--- config.mk ---
export PLATFORM = sky130hd
export DESIGN_NAME = sio_rx_top
export DESIGN_NICKNAME = d
export VERILOG_FILES = /design/src/rtl/sio_rx_pkg.sv /design/src/rtl/sio_baud_gen.sv /design/src/rtl/sio_rx_frame.sv /design/src/rtl/sio_autobaud.sv /design/src/rtl/sio_rx_top.sv
export SDC_FILE = /design/constraint.sdc
export NUM_CORES = 1
export LEC_CHECK = 0
export ABC_AREA = 1
export BUFFER_PORTS_ARGS = -buffer_cell sky130_fd_sc_hd__buf_2
export CAP_MARGIN = 10
export CORE_ASPECT_RATIO = 1.2
export CORE_UTILIZATION = 57
export DETAILED_ROUTE_END_ITERATION = 8
export PLACE_DENSITY = 0.83
export SLEW_MARGIN = 10
export SYNTH_ARGS = -nofsm -noshare
export SYNTH_HDL_FRONTEND = slang
export SYNTH_SLANG_ARGS = --single-unit
--- constraint.sdc ---
create_clock -name clk -period 3.31 [get_ports clk]
set_input_delay 0.662 -clock clk [delete_from_list [all_inputs] [get_ports clk]]
set_output_delay 0.662 -clock clk [all_outputs]
set_load 0.02 [all_outputs]
--- src/rtl/sio_rx_pkg.sv ---
package sio_rx_pkg;
  typedef enum logic [1:0] {FR_IDLE, FR_START, FR_DATA, FR_STOP} fr_state_e;
  typedef enum logic [1:0] {AB_IDLE, AB_WAIT, AB_MEAS, AB_TAIL} ab_state_e;

  typedef struct packed {
    logic [7:0] data;
    logic       ferr;
    logic       brk;
  } rx_beat_t;

  function automatic logic vote3(input logic a, input logic b, input logic c);
    return (a & b) | (a & c) | (b & c);
  endfunction
endpackage

--- src/rtl/sio_baud_gen.sv ---
module sio_baud_gen #(
  parameter int DIV_W = 16
) (
  input  logic             clk,
  input  logic             rst_n,
  input  logic [DIV_W-1:0] div,
  input  logic             restart,
  output logic             tick
);
  logic [DIV_W-1:0] cnt;

  // A restart realigns the tick phase to a detected start edge.
  assign tick = (cnt >= div) && !restart;

  always_ff @(posedge clk or negedge rst_n) begin
    if (!rst_n)                       cnt <= '0;
    else if (restart || (cnt >= div)) cnt <= '0;
    else                              cnt <= cnt + 1'b1;
  end
endmodule

--- src/rtl/sio_rx_frame.sv ---
module sio_rx_frame
  import sio_rx_pkg::*;
(
  input  logic     clk,
  input  logic     rst_n,
  input  logic     en,
  input  logic     rx_s,
  input  logic     rx_fall,
  input  logic     tick,
  input  logic     hs_sel,
  input  logic     two_stop,
  output logic     restart,
  output logic     done,
  output rx_beat_t beat
);
  fr_state_e  st;
  logic [3:0] ph;
  logic [2:0] bitn;
  logic       stopn;
  logic [1:0] vs;
  logic [7:0] sh;
  logic [3:0] mid, last;
  logic       decide, v;

  assign mid     = hs_sel ? 4'd2 : 4'd8;
  assign last    = hs_sel ? 4'd3 : 4'd15;
  assign restart = en && (st == FR_IDLE) && rx_fall;
  assign decide  = tick && (st != FR_IDLE) && (ph == mid + 4'd1);
  assign v       = vote3(vs[1], vs[0], rx_s);
  assign done    = en && decide && (st == FR_STOP) && (!two_stop || stopn);
  assign beat    = '{data: sh, ferr: !v, brk: !v && (sh == 8'h00)};

  always_ff @(posedge clk or negedge rst_n) begin
    if (!rst_n) begin
      st    <= FR_IDLE;
      ph    <= '0;
      bitn  <= '0;
      stopn <= 1'b0;
      vs    <= '0;
      sh    <= '0;
    end else if (!en) begin
      st <= FR_IDLE;
    end else if (restart) begin
      st    <= FR_START;
      ph    <= '0;
      bitn  <= '0;
      stopn <= 1'b0;
    end else if (tick && (st != FR_IDLE)) begin
      ph <= (ph == last) ? 4'd0 : ph + 4'd1;
      if ((ph == mid - 4'd1) || (ph == mid)) vs <= {vs[0], rx_s};
      if (decide) begin
        case (st)
          FR_START: st <= v ? FR_IDLE : FR_DATA;
          FR_DATA: begin
            sh   <= {v, sh[7:1]};
            bitn <= bitn + 3'd1;
            if (bitn == 3'd7) st <= FR_STOP;
          end
          FR_STOP: begin
            if (two_stop && !stopn) stopn <= 1'b1;
            else                    st    <= FR_IDLE;
          end
          default: ;
        endcase
      end
    end
  end
endmodule

--- src/rtl/sio_autobaud.sv ---
module sio_autobaud
  import sio_rx_pkg::*;
#(
  parameter int DIV_W = 16
) (
  input  logic             clk,
  input  logic             rst_n,
  input  logic             start,
  input  logic             rx_s,
  input  logic             rx_fall,
  input  logic             hs_sel,
  output logic             active,
  output logic             load,
  output logic [DIV_W-1:0] new_div,
  output logic             ovf,
  output logic             fin
);
  localparam int CNT_W = DIV_W + 7;
  localparam logic [CNT_W:0] Q_LIM = (CNT_W+1)'(1) << DIV_W;

  ab_state_e        st;
  logic [CNT_W-1:0] cnt;
  logic [2:0]       nf;
  logic [CNT_W:0]   rnd, q;
  logic             last_edge, q_big, sat;

  // Eight bit periods hold 8*16 or 8*4 ticks; round to nearest, then minus one.
  assign rnd       = {1'b0, cnt} + (hs_sel ? (CNT_W+1)'(16) : (CNT_W+1)'(64));
  assign q         = hs_sel ? (rnd >> 5) : (rnd >> 7);
  assign q_big     = q > Q_LIM;
  assign sat       = &cnt;
  assign last_edge = (st == AB_MEAS) && rx_fall && (nf == 3'd3);
  assign load      = last_edge && !q_big;
  assign new_div   = (q == '0) ? '0 : DIV_W'(q - 1'b1);
  assign fin       = (st == AB_TAIL) && rx_s;
  assign active    = (st != AB_IDLE);

  always_ff @(posedge clk or negedge rst_n) begin
    if (!rst_n) begin
      st  <= AB_IDLE;
      cnt <= '0;
      nf  <= '0;
      ovf <= 1'b0;
    end else if (start) begin
      st  <= AB_WAIT;
      ovf <= 1'b0;
    end else begin
      case (st)
        AB_WAIT: if (rx_fall) begin
          st  <= AB_MEAS;
          cnt <= CNT_W'(1);
          nf  <= '0;
        end
        AB_MEAS: begin
          if (last_edge) begin
            if (q_big) begin
              ovf <= 1'b1;
              st  <= AB_IDLE;
            end else begin
              st <= AB_TAIL;
            end
          end else begin
            if (rx_fall) nf <= nf + 3'd1;
            if (sat) begin
              ovf <= 1'b1;
              st  <= AB_IDLE;
            end else begin
              cnt <= cnt + 1'b1;
            end
          end
        end
        AB_TAIL: if (rx_s) st <= AB_IDLE;
        default: ;
      endcase
    end
  end
endmodule

--- src/rtl/sio_rx_top.sv ---
module sio_rx_top
  import sio_rx_pkg::*;
#(
  parameter int DIV_W = 16
) (
  input  logic             clk,
  input  logic             rst_n,
  input  logic             rxd,
  input  logic             div_wr,
  input  logic [DIV_W-1:0] div_wdata,
  input  logic             hs_sel,
  input  logic             two_stop,
  input  logic             ab_start,
  output logic [DIV_W-1:0] div_q,
  output logic             ab_active,
  output logic             ab_ovf,
  output logic             m_valid,
  input  logic             m_ready,
  output logic [7:0]       m_data,
  output logic             m_ferr,
  output logic             m_brk,
  output logic             rx_irq,
  output logic             err_irq,
  output logic             ovr_err
);
  logic [1:0]       rx_sync;
  logic             rx_s, rx_d, rx_fall;
  logic             tick, restart, frm_done;
  logic             ab_load, ab_fin;
  logic [DIV_W-1:0] ab_div;
  rx_beat_t         beat, beat_q;
  logic             take, ovr;

  assign rx_s    = rx_sync[1];
  assign rx_fall = rx_d & ~rx_s;

  always_ff @(posedge clk or negedge rst_n) begin
    if (!rst_n) begin
      rx_sync <= 2'b11;
      rx_d    <= 1'b1;
    end else begin
      rx_sync <= {rx_sync[0], rxd};
      rx_d    <= rx_s;
    end
  end

  sio_baud_gen #(.DIV_W(DIV_W)) u_baud (
    .clk(clk), .rst_n(rst_n), .div(div_q), .restart(restart), .tick(tick)
  );

  sio_rx_frame u_frame (
    .clk(clk), .rst_n(rst_n), .en(!ab_active), .rx_s(rx_s), .rx_fall(rx_fall),
    .tick(tick), .hs_sel(hs_sel), .two_stop(two_stop), .restart(restart),
    .done(frm_done), .beat(beat)
  );

  sio_autobaud #(.DIV_W(DIV_W)) u_ab (
    .clk(clk), .rst_n(rst_n), .start(ab_start), .rx_s(rx_s), .rx_fall(rx_fall),
    .hs_sel(hs_sel), .active(ab_active), .load(ab_load), .new_div(ab_div),
    .ovf(ab_ovf), .fin(ab_fin)
  );

  always_ff @(posedge clk or negedge rst_n) begin
    if (!rst_n)       div_q <= '0;
    else if (ab_load) div_q <= ab_div;
    else if (div_wr)  div_q <= div_wdata;
  end

  assign take = frm_done && (!m_valid || m_ready);
  assign ovr  = frm_done && m_valid && !m_ready;

  always_ff @(posedge clk or negedge rst_n) begin
    if (!rst_n) begin
      m_valid <= 1'b0;
      beat_q  <= '0;
      rx_irq  <= 1'b0;
      err_irq <= 1'b0;
      ovr_err <= 1'b0;
    end else begin
      if (take) begin
        m_valid <= 1'b1;
        beat_q  <= beat;
      end else if (m_ready) begin
        m_valid <= 1'b0;
      end
      rx_irq  <= take | ab_fin;
      err_irq <= (take && beat.ferr) | ovr;
      ovr_err <= ovr;
    end
  end

  assign m_data = beat_q.data;
  assign m_ferr = beat_q.ferr;
  assign m_brk  = beat_q.brk;
endmodule

# After elaboration in Yosys (flattened, before gate mapping)
# Index checks and enable logic that the tools add are counted.
# totals
inputBits	24
output_inout_bits	32
register_bits	98
word_cells	176
# op_classes
bitwise	12
n_lt_le_gt_ge	2
mux	50
n_eq_ne	22
reduce_logical	60
n_addsub	9
# op_table
cell	count
$mux W23	3
$mux W16	4
$pmux W23 S2	1
$mux W2	13
$reduce_and A5 Y1	5
$add A23 B24 Y24	1
$logic_not A24 Y1	1
$add A23 B1 Y23 const B	1
$reduce_and A23 Y1	1
$reduce_bool A2 Y1	11
$mux W3	7
$mux W4	5
$gt A19 B17 Y1 const B	1
$mux W19	1
$logic_and A1 B1 Y1	18
$add A16 B1 Y16 const B	1
$eq A4 B4 Y1	4
$ge A16 B16 Y1	1
$sub A16 B1 Y16 const B	1
$mux W1	12
$pmux W2 S3	2
$reduce_and A4 Y1	3
$reduce_bool A3 Y1	3
$add A4 B1 Y4 const B	2
26 further kinds	53

# Logic depth before layout (Yosys ltp)
# logic_depth
depth_word	14
mapped_depth	24
depth_no_buf	21

# Cells and area by module
# A second synthesis with hierarchy kept.
# unflattened
hier_cells	911
hier_area_um2	6794.0
# by_module_without_submodules
mod	seq_area_each_um2	n_inst	area_each_um2	cells_per_inst
sio_autobaud	725.7	1	2912.8	454
sio_rx_top	829.5	1	1383.8	151
sio_baud_gen	400.4	1	1290.0	155
sio_rx_frame	500.5	1	1207.4	151

# Least setup slack after synthesis
# OpenSTA, ideal clock, no wires.
# synth_timing
kind	input to register
startpoint	input port hs_sel
endpoint	register u_ab.ovf
required_ns	3.189
arrival_ns	3.387
n_path_buf	4
setup_slack_ns	-0.198
setup_time_ns	0.121
stages	22
path_cell_list	inv_1 -> buf_2 -> buf_1 -> ha_1 -> nand2_1 -> o21ai_4 -> nand2_1 -> nand3_1 -> nand2_1 -> inv_1 -> ha_1 -> nand3_2 -> nor2_4 -> nand3_4 -> nor2_4 -> nand2_2 -> nand2_4 -> nand2_4 -> buf_6 -> buf_6 -> nand3_1 -> a21oi_1
# synth_between
elab_chain_cells	6
# synth_rtl
element	line	text
start: declaration	sio_rx_top.sv:11	input logic hs_sel,
$mux W7	sio_autobaud.sv:28	assign rnd = {1'b0, cnt} + (hs_sel ? (CNT_W+1)'(16) : (CNT_W+1)'(64));
$add A23 B24 Y24	sio_autobaud.sv:28	
$mux W19 *	sio_autobaud.sv:29	assign q = hs_sel ? (rnd >> 5) : (rnd >> 7);
$gt A19 B17 Y1 *	sio_autobaud.sv:30	assign q_big = q > Q_LIM;
$ne A3 B3 Y1 (no source line) *	-	
$reduce_and A3 Y1 (no source line) *	-	
end signal: assignment	sio_autobaud.sv:43	ovf <= 1'b0;
end signal: assignment	sio_autobaud.sv:46	ovf <= 1'b0;
end signal: assignment	sio_autobaud.sv:57	ovf <= 1'b1;
end: declaration	sio_autobaud.sv:15	output logic ovf,
# Every way passes the cells marked *; elsewhere a longest branch is shown, timed or not.
# A chain may end at the register's enable or synchronous reset.

# Worst setup path in the final report
# layout_timing
startpoint	input port hs_sel
endpoint	register div_q[8]
# layout_between
elab_chain_cells	7
elab_cells_between_ends	11
cone_classes	add/sub: 2; order compare: 1; mux: 4; reduce/logical: 4
# layout_rtl
element	line	text
$mux W7	sio_autobaud.sv:28	
$add A23 B24 Y24	sio_autobaud.sv:28	
$mux W19 *	sio_autobaud.sv:29	
$gt A19 B17 Y1	sio_autobaud.sv:30	
$logic_not A1 Y1	sio_autobaud.sv:33	assign load = last_edge && !q_big;
$logic_and A1 B1 Y1	sio_autobaud.sv:33	
$mux W16 / $reduce_bool A2 Y1 (equally long branches)	-	
end signal: assignment	sio_rx_top.sv:65	else if (ab_load) div_q <= ab_div;
end signal: assignment	sio_rx_top.sv:66	else if (div_wr) div_q <= div_wdata;
end: declaration	sio_rx_top.sv:14	output logic [DIV_W-1:0] div_q,
# Marks and branches as above.

==> flow_metrics.py <==
metrics = {
    "critical_path": {
        "path_cells": "buf_2 -> inv_1 -> ha_4 -> nand2_2 -> o21ai_4 -> nand2_2 -> nand3_1 -> nand2_1 -> inv_1 -> ha_1 -> nand3_2 -> nor2_4 -> nand3_4 -> nor2_4 -> nand2_2 -> nand2_4 -> nand2_4 -> nand2_4 -> inv_1 -> nand2_1 -> nand2_1",
        "cp.required_ns": 3.56,
        "critPathKind": "input pin to flip-flop",
        "crit_path_max_fanout": 11,
        "crit_path_max_incr_delay_ns": 0.29,
        "arrival_ns": 3.17,
        "crit_slowest_cell": "ha_4",
        "cp-end-kind": "flip-flop",
        "crit_buf_inv": 4,
        "cp-start-kind": "input pin",
        "crit_family": "simple AND/OR/NAND/NOR gates",
    },
    "sta": {
        "skew_ns": 0.01142,
        "hold_viol": 0,
        "slew_headroom_pct": 33.51,
        "finalMaxSlewViolations": 0,
        "setup_viol": 0,
        "fin_tns_setup_ns": 0,
        "timing.fmax_mhz": 342.8,
        "period_needed_ns": 2.917,
        "rsz0062_at_grt": "no",
        "fin_ws_ns": 0.3927,
        "fin_crit_sh_pct": 88.14,
        "worst_pin_slew_ns": 0.9973,
    },
    "final_layout": {
        "area_growth_pct": 12.69,
        "antennaDiodeCount": 0,
        "drive_above_1_share_pct": 14.21,
        "layout_commonest_cell": "nand2_1",
        "nets": 1058,
        "layout_common_cells": "236 x nand2_1, 131 x inv_1, 102 x nand3_1, 95 x dfrtp_1, 81 x nor2_1",
        "final_cell_count_no_fill": 1160,
        "final_cell_area_mm2": 0.007457,
    },
    "power": {
        "ir_drop_mv": 0.4126,
        "pwr-share-seq_pct": 42.3,
        "leakage_nw": 3.964,
        "power.internal_mw": 2.183,
        "power_frac_comb_pct": 27.0,
        "switchingPower_mw": 1.205,
        "swShare_pct": 35.55,
        "power_density_mw_per_mm2": 454.3,
        "clockPowerShare_pct": 30.7,
    },
    "floorplan": {
        "start_util_pct": 59.12,
        "fp.coreArea_mm2": 0.01119,
        "die_area_mm2": 0.01205,
        "fp.dieW_um": 100.4,
        "die_h_um": 120.0,
        "ioPinCount": 56,
        "rows": 42,
    },
    "logic_synthesis": {
        "ys_ff_latch": 98,
        "yosysTopAreaCellShare_pct": 35.92,
        "synth_top_flop_cell": "dfrtp_1",
        "synth_fp_nets": 990,
        "ys_async_sr_fraction_pct": 100.0,
        "synthCells": 933,
        "ys.warnings.count": 0,
        "synth_seq_area_share_pct": 37.11,
        "ys_types": 47,
        "synth_edf_count": 0,
        "netlist_area_mm2": 0.006618,
        "ys_top_cells_by_area": "dfrtp_1 36%, nand2_1 13%, nand3_1 7.7%",
        "synth_top_cell_by_area": "dfrtp_1",
        "synth.avg_cell_area_um2": 7.093,
    },
    "grt": {
        "grt_antenna_before_repair": 0,
        "grt_pass1_wl_mm": 25.39,
        "grt_pass1_vias": 5691,
        "grt.overflow.total": 0,
        "gr-usage-all-layers_pct": 26.34,
        "grt_max_degree": 79,
    },
    "detailed_routing": {
        "drt-initial-drc-count": 326,
        "vias": 6258,
        "avgViaCountPerCell": 5.395,
        "ant_nets": 0,
        "drt_first_pass_iters": 6,
        "wl_per_cell_um": 12.92,
        "drt_wl_total_mm": 14.99,
        "drc": 0,
    },
    "clocking": {
        "cts.clk_slew.worst_paths_ns": 0.08,
        "cts_root_buf": "clkbuf_16",
        "clk_path_buf_depth": 2,
        "cts_made_buffers": 9,
        "clock_latency_ns": 0.35,
        "cts_sinks": 98,
        "cts-hold-fix-buffers": 0,
        "cts_resized": 0,
        "ctsHtreeMaxLevel": 3,
        "cts_setup_buffers": 0,
        "cts_tree": "yes",
    },
    "placement": {
        "port_buffers": 55,
        "dp_hpwl_mm": 11.60,
        "placed_area_mm2": 0.007156,
        "gp_congestion": 0.8998,
        "dp_slack_ns": 0.03149,
        "dp_cells": 1144,
    },
    "run": {
        "maxCapViolations": 0,
    },
    "hold_path": {
        "hold_path.class": "flip-flop to flip-flop",
    },
    "status": {
        "status": "completed",
    },
}
==> power by group through the flow <==
stage	Clock, mW	Combinational [mW]	Sequential (mW)
finish	1.04	0.916	1.43
detailed placement	0	0.918	1.45
global route	1.10	1.06	1.45
global placement	0	0.889	1.45
CTS	1.06	0.923	1.43
floorplan	0	0.647	1.45
==> worst reg2reg max path: cells and delay by family, from the launching register on <==
| family | cells | cell delay [ns] |
|---|---|---|
| simple gates | 11 | 1.59 |
| compound gates | 2 | 0.23 |
| buf+inv | 2 | 0.29 |
| fa+ha+maj | 1 | 0.27 |
| flops | 1 | 0.40 |
==> through the flow <==
step	hold slack, ns	power [mW]	utilization (%)
after floorplan	0.3452	2.096	-
after global placement	0.3467	2.335	63.93
after detailed placement	0.3484	2.371	63.93
after CTS	0.3589	3.418	66.62
after global routing	0.3650	3.618	66.62
final	0.3587	3.388	66.62
==> routing by layer <==
| layer | track usage, % | up-vias | share of wire, % |
|---|---|---|---|
| li1 | - | 3175 | - |
| met1 | 34.08 | 2901 | 45 |
| met2 | 44.05 | 149 | 49 |
| met3 | 3.727 | 33 | 4.2 |
| met4 | 10.78 | 0 | 2.6 |
| met5 | 0 | - | 0 |
==> cells in the mapped netlist (5+ instances only) <==
cell	n
xor2_1	10
nand2_1	238
inv_2	6
nor3_1	19
nand3_2	8
nor2_2	8
buf_2	5
nand2_4	6
nand4_1	15
a21oi_1	39
ha_1	33
dfrtp_1	95
o21ai_0	63
nand2_2	9
inv_1	131
nand3_1	102
nor2_1	81
clkbuf_1	7
==> state kept, by name, indices dropped and copies added, names as in the netlist, 2 cells and up <==
register and count:
m_data 8, u_frame.st 2, u_ab.nf 3, rx_sync 2
u_ab.cnt 23, u_frame.ph 4, u_frame.vs 2, u_ab.st 2
u_baud.cnt 16, u_frame.bitn 3, div_q 16, u_frame.sh 8
==> final timing paths <==
check	startpoint	end	slack, ns	cells past startpoint
worst max-delay path	hs_sel	div_q[8]$_DFFE_PN0P_	0.39	21
worst min-delay path	rx_sync[0]$_DFF_PN1_	rx_sync[1]$_DFF_PN1_	0.36	0
worst max register to register	u_ab.st[0]$_DFFE_PN0P_	u_ab.cnt[17]$_DFFE_PN0P_	0.40	16
worst min register to register	rx_sync[0]$_DFF_PN1_	rx_sync[1]$_DFF_PN1_	0.36	0
max in group asynchronous	rst_n	u_frame.sh[1]$_DFFE_PN0P_	2.07	2
min in group asynchronous	rst_n	u_ab.cnt[8]$_DFFE_PN0P_	0.45	1
==> cells by family after synthesis <==
kind of cell	count (synthesis)	synth area share, %
AND/OR/NAND/NOR	505	34.85
flip-flops	98	37.11
AO/OA/AOI/OAI	128	10.78
XOR/XNOR	13	1.721
buffers and inverters	156	9.302
adder cells (fa/ha/maj)	33	6.239
==> final cells by class <==
type / instances / area, µm²
fill: 1005 / 3736
multi-input combinational: 679 / 3563
sequential: 98 / 2456
inverter: 139 / 523.0
timing repair buffer: 74 / 420.4
clock buffer: 9 / 225.2
tap: 154 / 192.7
clock inverter: 7 / 76.32
Note: power is estimated with default switching activity, not from simulation.
